==> config.mk <==
export PLATFORM = sky130hd
export DESIGN_NAME = prog_clk_divider
export DESIGN_NICKNAME = d
export VERILOG_FILES = /design/src/rtl/regdiv_pkg.sv /design/src/rtl/regdiv_ctrl_reg.sv /design/src/rtl/regdiv_decode.sv /design/src/rtl/regdiv_counter.sv /design/src/rtl/prog_clk_divider.sv
export SDC_FILE = /design/constraint.sdc
export NUM_CORES = 1
export LEC_CHECK = 0
export ABC_AREA = 1
export BUFFER_PORTS_ARGS = -buffer_cell sky130_fd_sc_hd__buf_2
export CORE_MARGIN = 4
export CORE_UTILIZATION = 40
export CTS_CLUSTER_SIZE = 40
export DETAILED_ROUTE_END_ITERATION = 6
export MAX_ROUTING_LAYER = met4
export PLACE_DENSITY = 0.7
export SYNTH_ARGS = -nofsm -noshare
export SYNTH_HDL_FRONTEND = slang
export SYNTH_SLANG_ARGS = --single-unit
export TNS_END_PERCENT = 100
==> constraint.sdc <==
create_clock -name clk_i -period 1.5 [get_ports clk_i]
set_input_delay 0 -clock clk_i [delete_from_list [all_inputs] [get_ports clk_i]]
set_output_delay 0 -clock clk_i [all_outputs]
set_load 0.05 [all_outputs]
==> src/rtl/regdiv_pkg.sv <==
package regdiv_pkg;
  localparam int ENC_PLUS1       = 0;
  localparam int ENC_RAW         = 1;
  localparam int ENC_RAW_BYPASS  = 2;
  localparam int ENC_POW2        = 3;
  localparam int ENC_MAX_AT_ZERO = 4;

  // Bits needed to hold the largest divisor an encoding can produce
  function automatic int div_w(input int enc, input int fw);
    return (enc == ENC_POW2) ? (1 << fw) : fw + 1;
  endfunction
endpackage

==> src/rtl/regdiv_ctrl_reg.sv <==
module regdiv_ctrl_reg #(
  parameter int          FIELD_LSB = 8,
  parameter int          FIELD_W   = 4,
  parameter bit          HW_MASK   = 1'b0,
  parameter bit          READ_ONLY = 1'b0,
  parameter logic [31:0] RST_CTRL  = 32'h0000_0100
) (
  input  logic        clk_i,
  input  logic        rst_n,
  input  logic        wr_en_i,
  input  logic [31:0] wr_data_i,
  output logic [31:0] ctrl_o
);
  localparam logic [31:0] FIELD_MASK = ((32'h1 << FIELD_W) - 32'h1) << FIELD_LSB;
  localparam logic [31:0] KEEP_MASK  = READ_ONLY ? FIELD_MASK : 32'h0;
  localparam logic [31:0] LIVE_BITS  = HW_MASK ? 32'h0000_FFFF : 32'hFFFF_FFFF;

  logic [31:0] ctrl_q;
  logic [31:0] bit_en;
  logic [31:0] ctrl_next;

  always_comb begin
    bit_en    = (HW_MASK ? {16'h0, wr_data_i[31:16]} : 32'hFFFF_FFFF) & ~KEEP_MASK;
    ctrl_next = ((ctrl_q & ~bit_en) | (wr_data_i & bit_en)) & LIVE_BITS;
  end

  always_ff @(posedge clk_i) begin
    if (!rst_n)       ctrl_q <= RST_CTRL & LIVE_BITS;
    else if (wr_en_i) ctrl_q <= ctrl_next;
  end

  assign ctrl_o = ctrl_q;
endmodule

==> src/rtl/regdiv_decode.sv <==
module regdiv_decode #(
  parameter int ENC     = 0,
  parameter int FIELD_W = 4,
  parameter int DIV_W   = 5
) (
  input  logic [FIELD_W-1:0] field_i,
  output logic [DIV_W-1:0]   div_o,
  output logic               illegal_o
);
  import regdiv_pkg::*;

  // {illegal, divisor}
  function automatic logic [DIV_W:0] map_field(input logic [FIELD_W-1:0] f);
    logic [DIV_W-1:0] d;
    logic             bad;
    bad = 1'b0;
    case (ENC)
      ENC_RAW: begin
        bad = (f == '0);
        d   = bad ? DIV_W'(1) : DIV_W'(f);
      end
      ENC_RAW_BYPASS:  d = (f == '0) ? DIV_W'(1) : DIV_W'(f);
      ENC_POW2:        d = DIV_W'(1) << f;
      ENC_MAX_AT_ZERO: d = (f == '0) ? DIV_W'(2 ** FIELD_W) : DIV_W'(f);
      default:         d = DIV_W'(f) + DIV_W'(1);
    endcase
    return {bad, d};
  endfunction

  assign {illegal_o, div_o} = map_field(field_i);
endmodule

==> src/rtl/regdiv_counter.sv <==
module regdiv_counter #(
  parameter int DIV_W = 5
) (
  input  logic             clk_i,
  input  logic             rst_n,
  input  logic [DIV_W-1:0] next_div_i,
  output logic [DIV_W-1:0] act_div_o,
  output logic             period_end_o,
  output logic             div_clk_o
);
  logic [DIV_W-1:0] cnt_q;
  logic [DIV_W-1:0] act_q;

  function automatic logic [DIV_W:0] high_len(input logic [DIV_W-1:0] d);
    return ({1'b0, d} + (DIV_W+1)'(1)) >> 1;
  endfunction

  assign period_end_o = (cnt_q == act_q - DIV_W'(1));

  always_ff @(posedge clk_i) begin
    if (!rst_n) begin
      cnt_q <= '0;
      act_q <= DIV_W'(1);
    end else if (period_end_o) begin
      cnt_q <= '0;
      act_q <= next_div_i;
    end else begin
      cnt_q <= cnt_q + DIV_W'(1);
    end
  end

  assign act_div_o = act_q;
  assign div_clk_o = (act_q == DIV_W'(1)) ? clk_i : ({1'b0, cnt_q} < high_len(act_q));
endmodule

==> src/rtl/prog_clk_divider.sv <==
module prog_clk_divider #(
  parameter int          FIELD_LSB = 8,
  parameter int          FIELD_W   = 4,
  parameter int          ENC       = regdiv_pkg::ENC_PLUS1,
  parameter bit          HW_MASK   = 1'b0,
  parameter bit          READ_ONLY = 1'b0,
  parameter logic [31:0] RST_CTRL  = 32'h0000_0100
) (
  input  logic        clk_i,
  input  logic        rst_n,
  input  logic        wr_en_i,
  input  logic [31:0] wr_data_i,
  output logic [31:0] rd_data_o,
  output logic        div_pulse_o,
  output logic        div_clk_o,
  output logic [regdiv_pkg::div_w(ENC, FIELD_W)-1:0] cur_div_o,
  output logic        err_o
);
  localparam int DIV_W = regdiv_pkg::div_w(ENC, FIELD_W);

  logic [31:0]      ctrl;
  logic [DIV_W-1:0] dec_div;
  logic             dec_bad;
  logic [DIV_W-1:0] legal_q;
  logic [DIV_W-1:0] next_div;
  logic             period_end;

  regdiv_ctrl_reg #(
    .FIELD_LSB(FIELD_LSB), .FIELD_W(FIELD_W), .HW_MASK(HW_MASK),
    .READ_ONLY(READ_ONLY), .RST_CTRL(RST_CTRL)
  ) u_ctrl (
    .clk_i(clk_i), .rst_n(rst_n), .wr_en_i(wr_en_i),
    .wr_data_i(wr_data_i), .ctrl_o(ctrl)
  );

  regdiv_decode #(.ENC(ENC), .FIELD_W(FIELD_W), .DIV_W(DIV_W)) u_dec (
    .field_i(ctrl[FIELD_LSB +: FIELD_W]), .div_o(dec_div), .illegal_o(dec_bad)
  );

  // Last legal divisor survives an illegal field
  assign next_div = dec_bad ? legal_q : dec_div;

  always_ff @(posedge clk_i) begin
    if (!rst_n) legal_q <= DIV_W'(1);
    else        legal_q <= next_div;
  end

  regdiv_counter #(.DIV_W(DIV_W)) u_cnt (
    .clk_i(clk_i), .rst_n(rst_n), .next_div_i(next_div),
    .act_div_o(cur_div_o), .period_end_o(period_end), .div_clk_o(div_clk_o)
  );

  assign div_pulse_o = period_end;
  assign rd_data_o   = ctrl;
  assign err_o       = dec_bad;
endmodule

==> impl_summary.txt, run 1 <==
----------------------------------------------------
[Yosys]
  Register bit total from synthesis ... 42
  Post-synth EDFFs ... 0
  Leading post-synthesis cells by instance count ... sky130_fd_sc_hd__nor2_1 (72), sky130_fd_sc_hd__nand2_1 (47), sky130_fd_sc_hd__dfxtp_1 (42)
  Number of nets produced by synthesis ... around 320
  Mean area per synthesized cell ... 7.16 µm²
  Library cell with the largest summed area after synthesis ... sky130_fd_sc_hd__dfxtp_1
  Primary flip-flop cell chosen by synthesis mapping ... sky130_fd_sc_hd__dfxtp_1
  Syn Inst Count ... between 200 and 300
  Yosys warning total ... 0
  Area of the mapped netlist ... just under 0.002 mm²
  Count of different cell masters after synthesis ... 22
  Dominant cells by area after synthesis ... sky130_fd_sc_hd__dfxtp_1 (42%), sky130_fd_sc_hd__nor2_1 (14%), sky130_fd_sc_hd__nand2_1 (8.9%)
  Cell with the most instances after synthesis ... sky130_fd_sc_hd__nor2_1
  Area share of the largest cell type after synthesis ... 0.424
  Post-synth ARST share ... 0
  Fraction of the yosys area taken by sequential cells ... 0.424

[STA]
  Time the final worst path needs with I/O delays and setup ... between 1.5 and 2 ns
  Upper clock frequency limit ... ~530 MHz
  Period utilization ... 1.26
  Final setup violating endpoints ... 12
  RSZ-0062 raised after global routing ... yes
  Endpoints failing hold ... 0
  Final count of pins violating max slew ... 0
  Smallest setup slack after layout ... -0.388 ns
  Worst clock skew ... 0.00842 ns

[Worst setup path]
  CP Launch Type ... flip-flop
  Crit path arrival time ... about 1.9 ns
  Maximum fanout count along the critical path ... 4
  Sequence of cells on the critical path ... ha_4 -> nand3_2 -> xor2_1 -> ha_1 -> nand2_2 -> nor2_1 -> o21ai_1 -> o2111ai_2 -> o21ai_4 -> buf_6
  Reg2reg setup slack ... -0.17 ns
  R2R Path Start ... u_cnt.act_div_o[0]
  Worst setup EP type ... primary output
  Setup Crit Path Kind ... flip-flop to primary output
  Crit path max-delay cell type ... sky130_fd_sc_hd__dfxtp_4
  Depth of the worst register-to-register path ... 12
  Endpoint required time on the critical path ... 1.50 ns
  Maximum cell stage delay along the critical path ... 0.37 ns
  Endpoint of the lowest-slack register-to-register path ... u_cnt.cnt_q[0]
  Source of the critical timing path ... u_cnt.act_div_o[0]

[Min path]
  Class of the worst hold path ... primary input to flip-flop
  Worst Hold Path EP ... u_ctrl.ctrl_o[11]
  Instance count along the most critical hold path ... 3
  Hold Path Origin ... wr_data_i[11]

[Place]
  Weighted congestion reported at the end of routability-driven placement ... 0.838
  Count of port buffers added during placement ... 73
  Detailed placer's ending HPWL ... ~3900 µm
  Post-placement setup slack ... -0.203 ns

[Pwr]
  Worst supply voltage drop on vdd ... 0.957 mV
  Pleak ... 1.52 nW
  PD cells ... 1540 mW/mm²

[Finish]
  Number of nets in the layout ... approximately 440
  Core utilization of the finished layout ... 0.644
  Antenna Cells ... 0
  Fraction of final layout cells sized beyond drive strength 1 ... 0.331
  Area delta synth->final ... 54.5%
  Filler cell count in the final layout ... 417

[Detailed routing]
  Average wire per standard cell ... 12.3 µm
  Via density per instance ... about 4.7
  Via count ... 2168
  Post-detailed-routing wire length ... 5730 µm
  Final routed DRC violation total ... 0
  Post-route antenna net violation count ... 0
  First-iteration detailed-routing DRC count ... 122
  First-pass detailed-route iteration total ... 4

[Clock tree]
  TritonCTS clock tree ... yes
  Number of H-tree branching levels ... 2
  Clock-pin transition on the worst setup and hold timing paths ... 0.07 ns
  Num CTS Buffers ... 5
  Deepest clock path buffer count ... 2
  Latest clock arrival within the worst-skew pair ... 0.29 ns
  Buffer type at the clock tree root ... sky130_fd_sc_hd__clkbuf_8

[Job]
  Max cap viols ... 0

[Floorplanning]
  Starting density of the core ... 0.417
  Die width ... 78.4 µm
  Core outline area ... approximately 0.0048 mm²
  Die area ... 0.00615 mm²
  Site row count ... 25
  Chip height ... 78.4 µm
  I/O pin total ... 75

[GRT]
  Antenna violations before repair ... 0
  Largest net degree at the start of global routing ... 33
  GRT overflow ... 0
  Global-route usage over all layers ... 0.205
  Number of global-route vias before repair ... 2166
  Global-route wire length before repair ... between 9000 and 10000 µm

[Run status]
  Violations in the final reports ... negative setup slack
  Status ... finished, violations left

----------------------------------------------------
per-layer routing:
| metal | track usage | vias up | share of wire |
|---|---|---|---|
| li1 | - | 1116 | - |
| met2 | 0.356 | 57 | 0.52 |
| met4 | 0.0647 | 0 | 0.015 |
| met5 | - | - | 0 |
| met1 | 0.235 | 985 | 0.42 |
| met3 | 0.0482 | 10 | 0.052 |
area by class of cell:
type                            instances  area [µm²]  share of cell area
Multi-Input combinational cell        203        1080               0.351
Sequential cell                        42         857               0.280
Timing Repair Buffer                  126         857               0.280
Clock buffer                            8         108              0.0351
Tap cell                               67        83.8              0.0274
Inverter                               18        71.3              0.0233
Clock inverter                          2        11.3             0.00367
critical path, delay by kind of cell, from the launching register on:
family / cells / cell delay [ns]
buffers and inverters: 1 / 0.17
and+or+nand+nor: 3 / 0.17
xor gates and xnor gates: 1 / 0.14
DFF: 1 / 0.37
AOI/OAI and AO/OA: 3 / 0.31
adders and majority gates: 2 / 0.42
cells by family after synthesis:
family | after synthesis | share of synthesized area
and+or+nand+nor | 147 | 0.315
DFF | 42 | 0.424
AOI/OAI and AO/OA | 38 | 0.0991
buffers and inverters | 32 | 0.0681
adders and majority gates | 9 | 0.0568
xor gates and xnor gates | 8 | 0.0353
other | 1 | 0.00189
registers in the layout, indices dropped and copies added (netlist names):
signal	count
u_cnt.cnt_q	5
u_cnt.act_div_o	5
u_ctrl.ctrl_o	32
cells in the final DEF, fill, tap and decap left out, types with 2 or more instances in the layout:
cell type	n
sky130_fd_sc_hd__a21oi_1	2
sky130_fd_sc_hd__buf_2	71
sky130_fd_sc_hd__buf_4	22
sky130_fd_sc_hd__buf_6	2
sky130_fd_sc_hd__clkbuf_8	7
sky130_fd_sc_hd__clkinvlp_4	2
sky130_fd_sc_hd__dfxtp_1	37
sky130_fd_sc_hd__dfxtp_4	4
sky130_fd_sc_hd__dlygate4sd3_1	31
sky130_fd_sc_hd__ha_1	6
sky130_fd_sc_hd__ha_4	3
sky130_fd_sc_hd__inv_1	14
sky130_fd_sc_hd__inv_2	4
sky130_fd_sc_hd__nand2_1	46
sky130_fd_sc_hd__nand3_1	14
sky130_fd_sc_hd__nand4_1	4
sky130_fd_sc_hd__nor2_1	71
sky130_fd_sc_hd__nor2_2	7
sky130_fd_sc_hd__o21ai_0	31
sky130_fd_sc_hd__xnor2_1	2
sky130_fd_sc_hd__xor2_1	6
worst max path at each step:
stage	endpoint	slack [ns]
2_1_floorplan	div_clk_o	-0.14
3_3_place_gp	div_clk_o	-0.15
3_5_place_dp	div_clk_o	-0.20
4_1_cts	div_clk_o	-0.41
5_1_grt	div_clk_o	-0.52
6_report	div_clk_o	-0.39
power by group:
group	total, mW	leakage, nW	internal, mW	switching (mW)
sequential	1.37	0.351	1.25	0.119
combinational	2.19	1.10	0.866	1.33
clock	1.14	0.0658	0.543	0.597
total	4.70	1.52	2.66	2.04
what timing repair did:
| action | in CTS | in global routing |
|---|---|---|
| hold endpoints to repair | 31 | 0 |
| pin swaps | 3 | 2 |
| hold buffers | 31 | 0 |
| endpoints found under the setup margin | 12 | 12 |
| gates resized for setup | 6 | 4 |
| setup buffers | 1 | 1 |
metrics by stage:
stage,cell area (µm²),total power [mW],setup TNS [ns],hold WS [ns],instances
after detailed placement,2600,3.64,-1.43,0.222,425
after CTS,3040,4.69,-2.61,0.00853,465
after floorplan,2050,3.04,-0.353,0.130,277
after global placement,2600,3.61,-1.02,0.220,425
final,3060,4.70,-2.27,0.0169,466
after global routing,3060,5.03,-3.88,0.0618,466
(Power assumes the default switching activity.)
==> inputs of run 2 (changes only) <==
--- a/config.mk
+++ b/config.mk
@@ -16,4 +16,4 @@
 export SYNTH_ARGS = -nofsm -noshare
 export SYNTH_HDL_FRONTEND = slang
 export SYNTH_SLANG_ARGS = --single-unit
-export TNS_END_PERCENT = 100
+export TNS_END_PERCENT = 50
==> impl_summary.txt, run 2 (synthesis results as in run 1) <==
----------------------------------------------------
[Run status]
  Status ... finished, violations left
  Violations in the final reports ... negative setup slack

[Finish]
  Core utilization of the finished layout ... 0.644 (unchanged)
  Filler cell count in the final layout ... 417 (unchanged)
  Antenna Cells ... 0 (unchanged)
  Fraction of final layout cells sized beyond drive strength 1 ... 0.331 (unchanged)
  Most used cells in the layout excluding fill and tap cells ... sky130_fd_sc_hd__nor2_1 (71), sky130_fd_sc_hd__buf_2 (71), sky130_fd_sc_hd__nand2_1 (46)
  Final cell count without fillers ... 466 (unchanged)
  Number of nets in the layout ... 442 (unchanged)
  Area delta synth->final ... 54.5% (unchanged)
  Final non-filler cell area ... 0.00306 mm² (unchanged)
  Flip-flop count of the largest register after layout ... 32 (unchanged)

[Min path]
  Hold Path Origin ... wr_data_i[11]
  Worst Hold Path EP ... u_ctrl.ctrl_o[11]
  Class of the worst hold path ... primary input to flip-flop
  Instance count along the most critical hold path ... 3 (unchanged)

[Detailed routing]
  First-iteration detailed-routing DRC count ... 110 (-9.8%)
  Via density per instance ... 4.66 (+0.18%)
  Via count ... 2172 (+0.18%)
  Post-route antenna net violation count ... 0 (unchanged)
  First-pass detailed-route iteration total ... 4 (unchanged)
  Average wire per standard cell ... 12.3 µm (about the same)
  Final routed DRC violation total ... 0 (unchanged)
  Post-detailed-routing wire length ... 5730 µm (about the same)

[Pwr]
  Pleak ... 1.52 nW (unchanged)
  PD cells ... 1540 mW/mm² (about the same)
  Overall Power ... 4.70 mW (about the same)
  Worst supply voltage drop on vdd ... 0.957 mV (about the same)

[Floorplanning]
  Starting density of the core ... 0.417 (unchanged)
  Chip height ... 78.4 µm (unchanged)
  I/O pin total ... 75 (unchanged)
  Site row count ... 25 (unchanged)
  Die area ... 0.00615 mm² (unchanged)
  Die width ... 78.4 µm (unchanged)
  Core outline area ... 0.00475 mm² (unchanged)

[Clock tree]
  Latest clock arrival within the worst-skew pair ... 0.30 ns (about the same)
  Num CTS Buffers ... 5 (unchanged)
  Number of H-tree branching levels ... 2 (unchanged)
  Buffer type at the clock tree root ... sky130_fd_sc_hd__clkbuf_8
  TritonCTS clock tree ... yes
  Clock-pin transition on the worst setup and hold timing paths ... 0.07 ns (about the same)
  Deepest clock path buffer count ... 2 (unchanged)

[Worst setup path]
  Setup Crit Path Kind ... flip-flop to primary output
  Reg2reg setup slack ... -0.16 ns (about the same)
  Maximum cell stage delay along the critical path ... 0.38 ns (about the same)
  R2R Path Start ... u_cnt.act_div_o[0]
  Crit path max-delay cell type ... sky130_fd_sc_hd__dfxtp_4
  Maximum fanout count along the critical path ... 4 (unchanged)
  Endpoint required time on the critical path ... 1.50 ns (about the same)
  Endpoint of the lowest-slack register-to-register path ... u_cnt.cnt_q[0]
  CP Launch Type ... flip-flop
  Combined buffer and inverter count along the critical path ... 1 (unchanged)
  Sequence of cells on the critical path ... ha_4 -> nand3_2 -> xor2_1 -> ha_1 -> nand2_2 -> nor2_1 -> o21ai_1 -> o2111ai_2 -> o21ai_4 -> buf_6
  Kind of cell with the highest combined delay on the critical path ... adder cells
  Crit path arrival time ... 1.89 ns (about the same)
  Depth of the worst register-to-register path ... 12 (unchanged)
  Worst setup EP type ... primary output

[Job]
  Max cap viols ... 0 (unchanged)

[Place]
  Area after detailed placement ... 0.00260 mm² (unchanged)
  Count of port buffers added during placement ... 73 (unchanged)
  Detailed placer's ending HPWL ... 3870 µm (unchanged)
  Weighted congestion reported at the end of routability-driven placement ... 0.838 (unchanged)
  Number of instances in the placed design ... 425 (unchanged)

[GRT]
  Global-route usage over all layers ... 0.205 (unchanged)
  Antenna violations before repair ... 0 (unchanged)
  Global-route wire length before repair ... 9850 µm (unchanged)
  Number of global-route vias before repair ... 2166 (unchanged)
  Largest net degree at the start of global routing ... 33 (unchanged)
  GRT overflow ... 0 (unchanged)

[STA]
  Final count of pins violating max slew ... 0 (unchanged)
  Time the final worst path needs with I/O delays and setup ... 1.89 ns (+0.00112 ns)
  Period utilization ... 1.26 (about the same)
  Worst clock skew ... 0.00893 ns (+0.000505 ns)
  Final setup violating endpoints ... 12 (unchanged)
  Upper clock frequency limit ... 529 MHz (about the same)
  Smallest setup slack after layout ... -0.389 ns (-0.00112 ns)
  Worst hold slack after final layout ... 0.0162 ns (-0.000683 ns)
  RSZ-0062 raised after global routing ... yes
  Endpoints failing hold ... 0 (unchanged)

----------------------------------------------------
run 2: cell counts in the layout (fill, tap and decap cells not counted):
Identical to the previous run, type by type.
run 2: what timing repair did:
action,4_1_cts,5_1_grt
buffers inserted,1,1
resized for setup,6,4
setup endpoints to repair,12,12
pin swaps,3,2
hold buffers,31,0
endpoints found under the hold margin,31,0
run 2: worst max path at each step:
stage / start / end / slack [ns] / depth (start not counted)
2_1_floorplan: u_cnt.act_div_o[2] / div_clk_o / -0.14 / 10
3_3_place_gp: u_cnt.act_div_o[1] / div_clk_o / -0.15 / 10
3_5_place_dp: u_cnt.act_div_o[1] / div_clk_o / -0.20 / 10
4_1_cts: u_cnt.act_div_o[0] / div_clk_o / -0.41 / 10
5_1_grt: u_cnt.act_div_o[0] / div_clk_o / -0.52 / 10
6_report: u_cnt.act_div_o[0] / div_clk_o / -0.39 / 10
run 2: power breakdown:
part           internal (mW)  switching [mW]
Clock                  0.543           0.598
Sequential              1.25           0.119
Combinational          0.867            1.32
Total                   2.66            2.04
run 2: final cells by class:
class	instances	area [µm²]	share of cell area
tap	67	83.8	0.0274
clock buffer	8	108	0.0351
clock inverter	2	11.3	0.00367
sequential	42	857	0.280
inverter	18	71.3	0.0233
multi-input combinational	203	1080	0.351
timing repair buffer	126	857	0.280
run 2: tightest hold or removal path: stages:
cell	delay, ns
sky130_fd_sc_hd__buf_2	0.08
sky130_fd_sc_hd__o21ai_0	0.08
sky130_fd_sc_hd__a21oi_1	0.12
run 2: layer usage:
metal,GRT usage,share of wire
met5,-,0
met4,0.0647,0.011
met3,0.0482,0.055
met2,0.356,0.52
met1,0.235,0.41
run 2: stage by stage:
step	setup WS [ns]	TNS [ns]
final	-0.389	-2.17
after global routing	-0.517	-3.88
after CTS	-0.413	-2.61
after detailed placement	-0.203	-1.43
after global placement	-0.154	-1.02
after floorplan	-0.143	-0.353
==> inputs of run 3 (changes only) <==
--- a/config.mk
+++ b/config.mk
@@ -13,6 +13,7 @@
 export DETAILED_ROUTE_END_ITERATION = 6
 export MAX_ROUTING_LAYER = met4
 export PLACE_DENSITY = 0.7
+export RECOVER_POWER = 100
 export SYNTH_ARGS = -nofsm -noshare
 export SYNTH_HDL_FRONTEND = slang
 export SYNTH_SLANG_ARGS = --single-unit
==> impl_summary.txt, run 3 (synthesis results as in run 1) <==
----------------------------------------------------
[Run status]
  Status ... finished, violations left
  Violations in the final reports ... negative setup slack

[Job]
  Max cap viols ... 0 (unchanged)

[GRT]
  Global-route met2 utilization ... 0.356 (unchanged)
  Number of global-route vias before repair ... 2166 (unchanged)
  Met3 layer usage reported by global route ... 0.0482 (unchanged)
  GRT overflow ... 0 (unchanged)
  Global-route usage over all layers ... 0.205 (unchanged)
  Global-route wire length before repair ... 9850 µm (unchanged)
  Routing layer with the top usage in global route ... met2
  Global routing usage on met1 ... 0.235 (unchanged)
  Largest net degree at the start of global routing ... 33 (unchanged)
  Antenna violations before repair ... 0 (unchanged)

[Worst setup path]
  Sequence of cells on the critical path ... ha_4 -> nand3_2 -> xor2_1 -> ha_1 -> nand2_2 -> nor2_1 -> o21ai_1 -> o2111ai_2 -> o21ai_4 -> buf_6
  Kind of cell with the highest combined delay on the critical path ... adder cells
  Endpoint of the lowest-slack register-to-register path ... u_cnt.cnt_q[0]
  CP Launch Type ... flip-flop
  Maximum cell stage delay along the critical path ... 0.37 ns (about the same)
  Crit path max-delay cell type ... sky130_fd_sc_hd__dfxtp_4
  R2R Path Start ... u_cnt.act_div_o[0]
  Setup Crit Path Kind ... flip-flop to primary output
  Worst setup EP type ... primary output
  Combined buffer and inverter count along the critical path ... 1 (unchanged)
  Maximum fanout count along the critical path ... 4 (unchanged)
  Count of cell instances traversed by the critical path ... 10 (unchanged)
  Reg2reg setup slack ... -0.17 ns (about the same)
  Endpoint required time on the critical path ... 1.50 ns (about the same)
  Depth of the worst register-to-register path ... 12 (unchanged)
  Crit path arrival time ... 1.89 ns (about the same)

[Floorplanning]
  I/O pin total ... 75 (unchanged)
  Starting density of the core ... 0.417 (unchanged)
  Site row count ... 25 (unchanged)
  Die area ... 0.00615 mm² (unchanged)
  Chip height ... 78.4 µm (unchanged)
  Core outline area ... 0.00475 mm² (unchanged)
  Die width ... 78.4 µm (unchanged)

[Min path]
  Instance count along the most critical hold path ... 3 (unchanged)
  Hold Path Origin ... wr_data_i[11]
  Class of the worst hold path ... primary input to flip-flop
  Worst Hold Path EP ... u_ctrl.ctrl_o[11]

[STA]
  Actual transition at the worst max-transition pin ... between 0.6 and 0.7 ns
  Final setup violating endpoints ... 12 (unchanged)
  Endpoints failing hold ... 0 (unchanged)
  Worst hold slack after final layout ... 0.0172 ns (+0.00101 ns)
  Remaining max-slew budget at the tightest pin ... 0.576
  Sum of negative setup slack ... -2.25 ns (-0.0807 ns)
  Final count of pins violating max slew ... 0 (unchanged)
  Smallest setup slack after layout ... -0.387 ns (+0.00213 ns)
  RSZ-0062 raised after global routing ... yes
  Period utilization ... 1.26 (-0.00142)
  Time the final worst path needs with I/O delays and setup ... 1.89 ns (-0.00213 ns)
  Upper clock frequency limit ... 530 MHz (+0.11%)
  Worst clock skew ... 0.00848 ns (-0.000452 ns)

[Clock tree]
  Clock-pin transition on the worst setup and hold timing paths ... 0.07 ns (about the same)
  Buffer type at the clock tree root ... sky130_fd_sc_hd__clkbuf_8
  Latest clock arrival within the worst-skew pair ... 0.29 ns (about the same)
  Number of H-tree branching levels ... 2 (unchanged)
  Num CTS Buffers ... 5 (unchanged)
  TritonCTS clock tree ... yes
  Deepest clock path buffer count ... 2 (unchanged)

[Pwr]
  Worst supply voltage drop on vdd ... 0.943 mV (-1.4%)
  PD cells ... 1550 mW/mm² (+1.1%)
  Overall Power ... 4.68 mW (-0.51%)
  Pleak ... 1.38 nW (-9.0%)

[Detailed routing]
  First-iteration detailed-routing DRC count ... 105 (-4.5%)
  First-pass detailed-route iteration total ... 4 (unchanged)
  Average wire per standard cell ... 12.3 µm (unchanged)
  Final routed DRC violation total ... 0 (unchanged)
  Via density per instance ... 4.65 (-0.23%)
  Via count ... 2167 (-0.23%)
  Post-detailed-routing wire length ... 5730 µm (unchanged)
  Post-route antenna net violation count ... 0 (unchanged)

[Place]
  Post-placement setup slack ... -0.203 ns (unchanged)
  Detailed placer's ending HPWL ... 3870 µm (unchanged)
  Area after detailed placement ... 0.00260 mm² (unchanged)
  Weighted congestion reported at the end of routability-driven placement ... 0.838 (unchanged)
  Count of port buffers added during placement ... 73 (unchanged)
  Number of instances in the placed design ... 425 (unchanged)

[Finish]
  Combined area of the multi-input logic cells ... 0.00108 mm² (unchanged)
  Filler cell count in the final layout ... 425 (+1.9%)
  Most common library cell in the layout ignoring fill and taps ... sky130_fd_sc_hd__nor2_1
  Fraction of final layout cells sized beyond drive strength 1 ... 0.236 (-0.0952)
  Most used cells in the layout excluding fill and tap cells ... sky130_fd_sc_hd__nor2_1 (71), sky130_fd_sc_hd__nand2_1 (46), sky130_fd_sc_hd__clkbuf_1 (38)
  Core utilization of the finished layout ... 0.634 (-0.0100)
  Final non-filler cell area ... 0.00302 mm² (-1.6%)
  Flip-flop count of the largest register after layout ... 32 (unchanged)
  Antenna Cells ... 0 (unchanged)
  Final cell count without fillers ... 466 (unchanged)
  Number of nets in the layout ... 442 (unchanged)
  Area delta synth->final ... 52.1%
  Area of all sequential standard cells ... 857 µm² (unchanged)

----------------------------------------------------
run 3: cell types whose count changed in the layout (fill, tap and decap cells not counted), sizes merged:
cell / before / now
clkbuf: 7 / 45
buf: 96 / 58
run 3: per-layer routing:
layer	vias to the layer above	part of all wire
met5	-	0
met4	0	0.013
met3	9	0.053
met2	59	0.52
met1	983	0.41
li1	1116	-
run 3: tightest hold or removal path, stage by stage:
cell                      delay [ns]
sky130_fd_sc_hd__buf_2          0.08
sky130_fd_sc_hd__o21ai_0        0.08
sky130_fd_sc_hd__a21oi_1        0.12
run 3: repair_timing:
item / in CTS / in global routing
setup endpoints to repair: 12 / 12
hold buffers: 31 / 0
hold endpoints to repair: 31 / 0
buffers inserted: 1 / 1
resized for setup: 6 / 4
pin swaps: 3 / 2
run 3: final cells by class:
type,count,area share
clock buffer,8,0.0357
clock inverter,2,0.00373
inverter,18,0.0236
multi-input combinational,203,0.357
sequential,42,0.284
tap,67,0.0278
timing repair buffer,126,0.268
run 3: how the worst max path moves through the flow:
stage	startpoint	endpoint	slack [ns]
6_report	u_cnt.act_div_o[0]	div_clk_o	-0.39
5_1_grt	u_cnt.act_div_o[0]	div_clk_o	-0.52
4_1_cts	u_cnt.act_div_o[0]	div_clk_o	-0.41
3_5_place_dp	u_cnt.act_div_o[1]	div_clk_o	-0.20
3_3_place_gp	u_cnt.act_div_o[1]	div_clk_o	-0.15
2_1_floorplan	u_cnt.act_div_o[2]	div_clk_o	-0.14
run 3: report_power, final:
group | total [mW] | internal, mW | switching, mW
Clock | 1.14 | 0.543 | 0.596
Combinational | 2.17 | 0.840 | 1.33
Sequential | 1.37 | 1.25 | 0.120
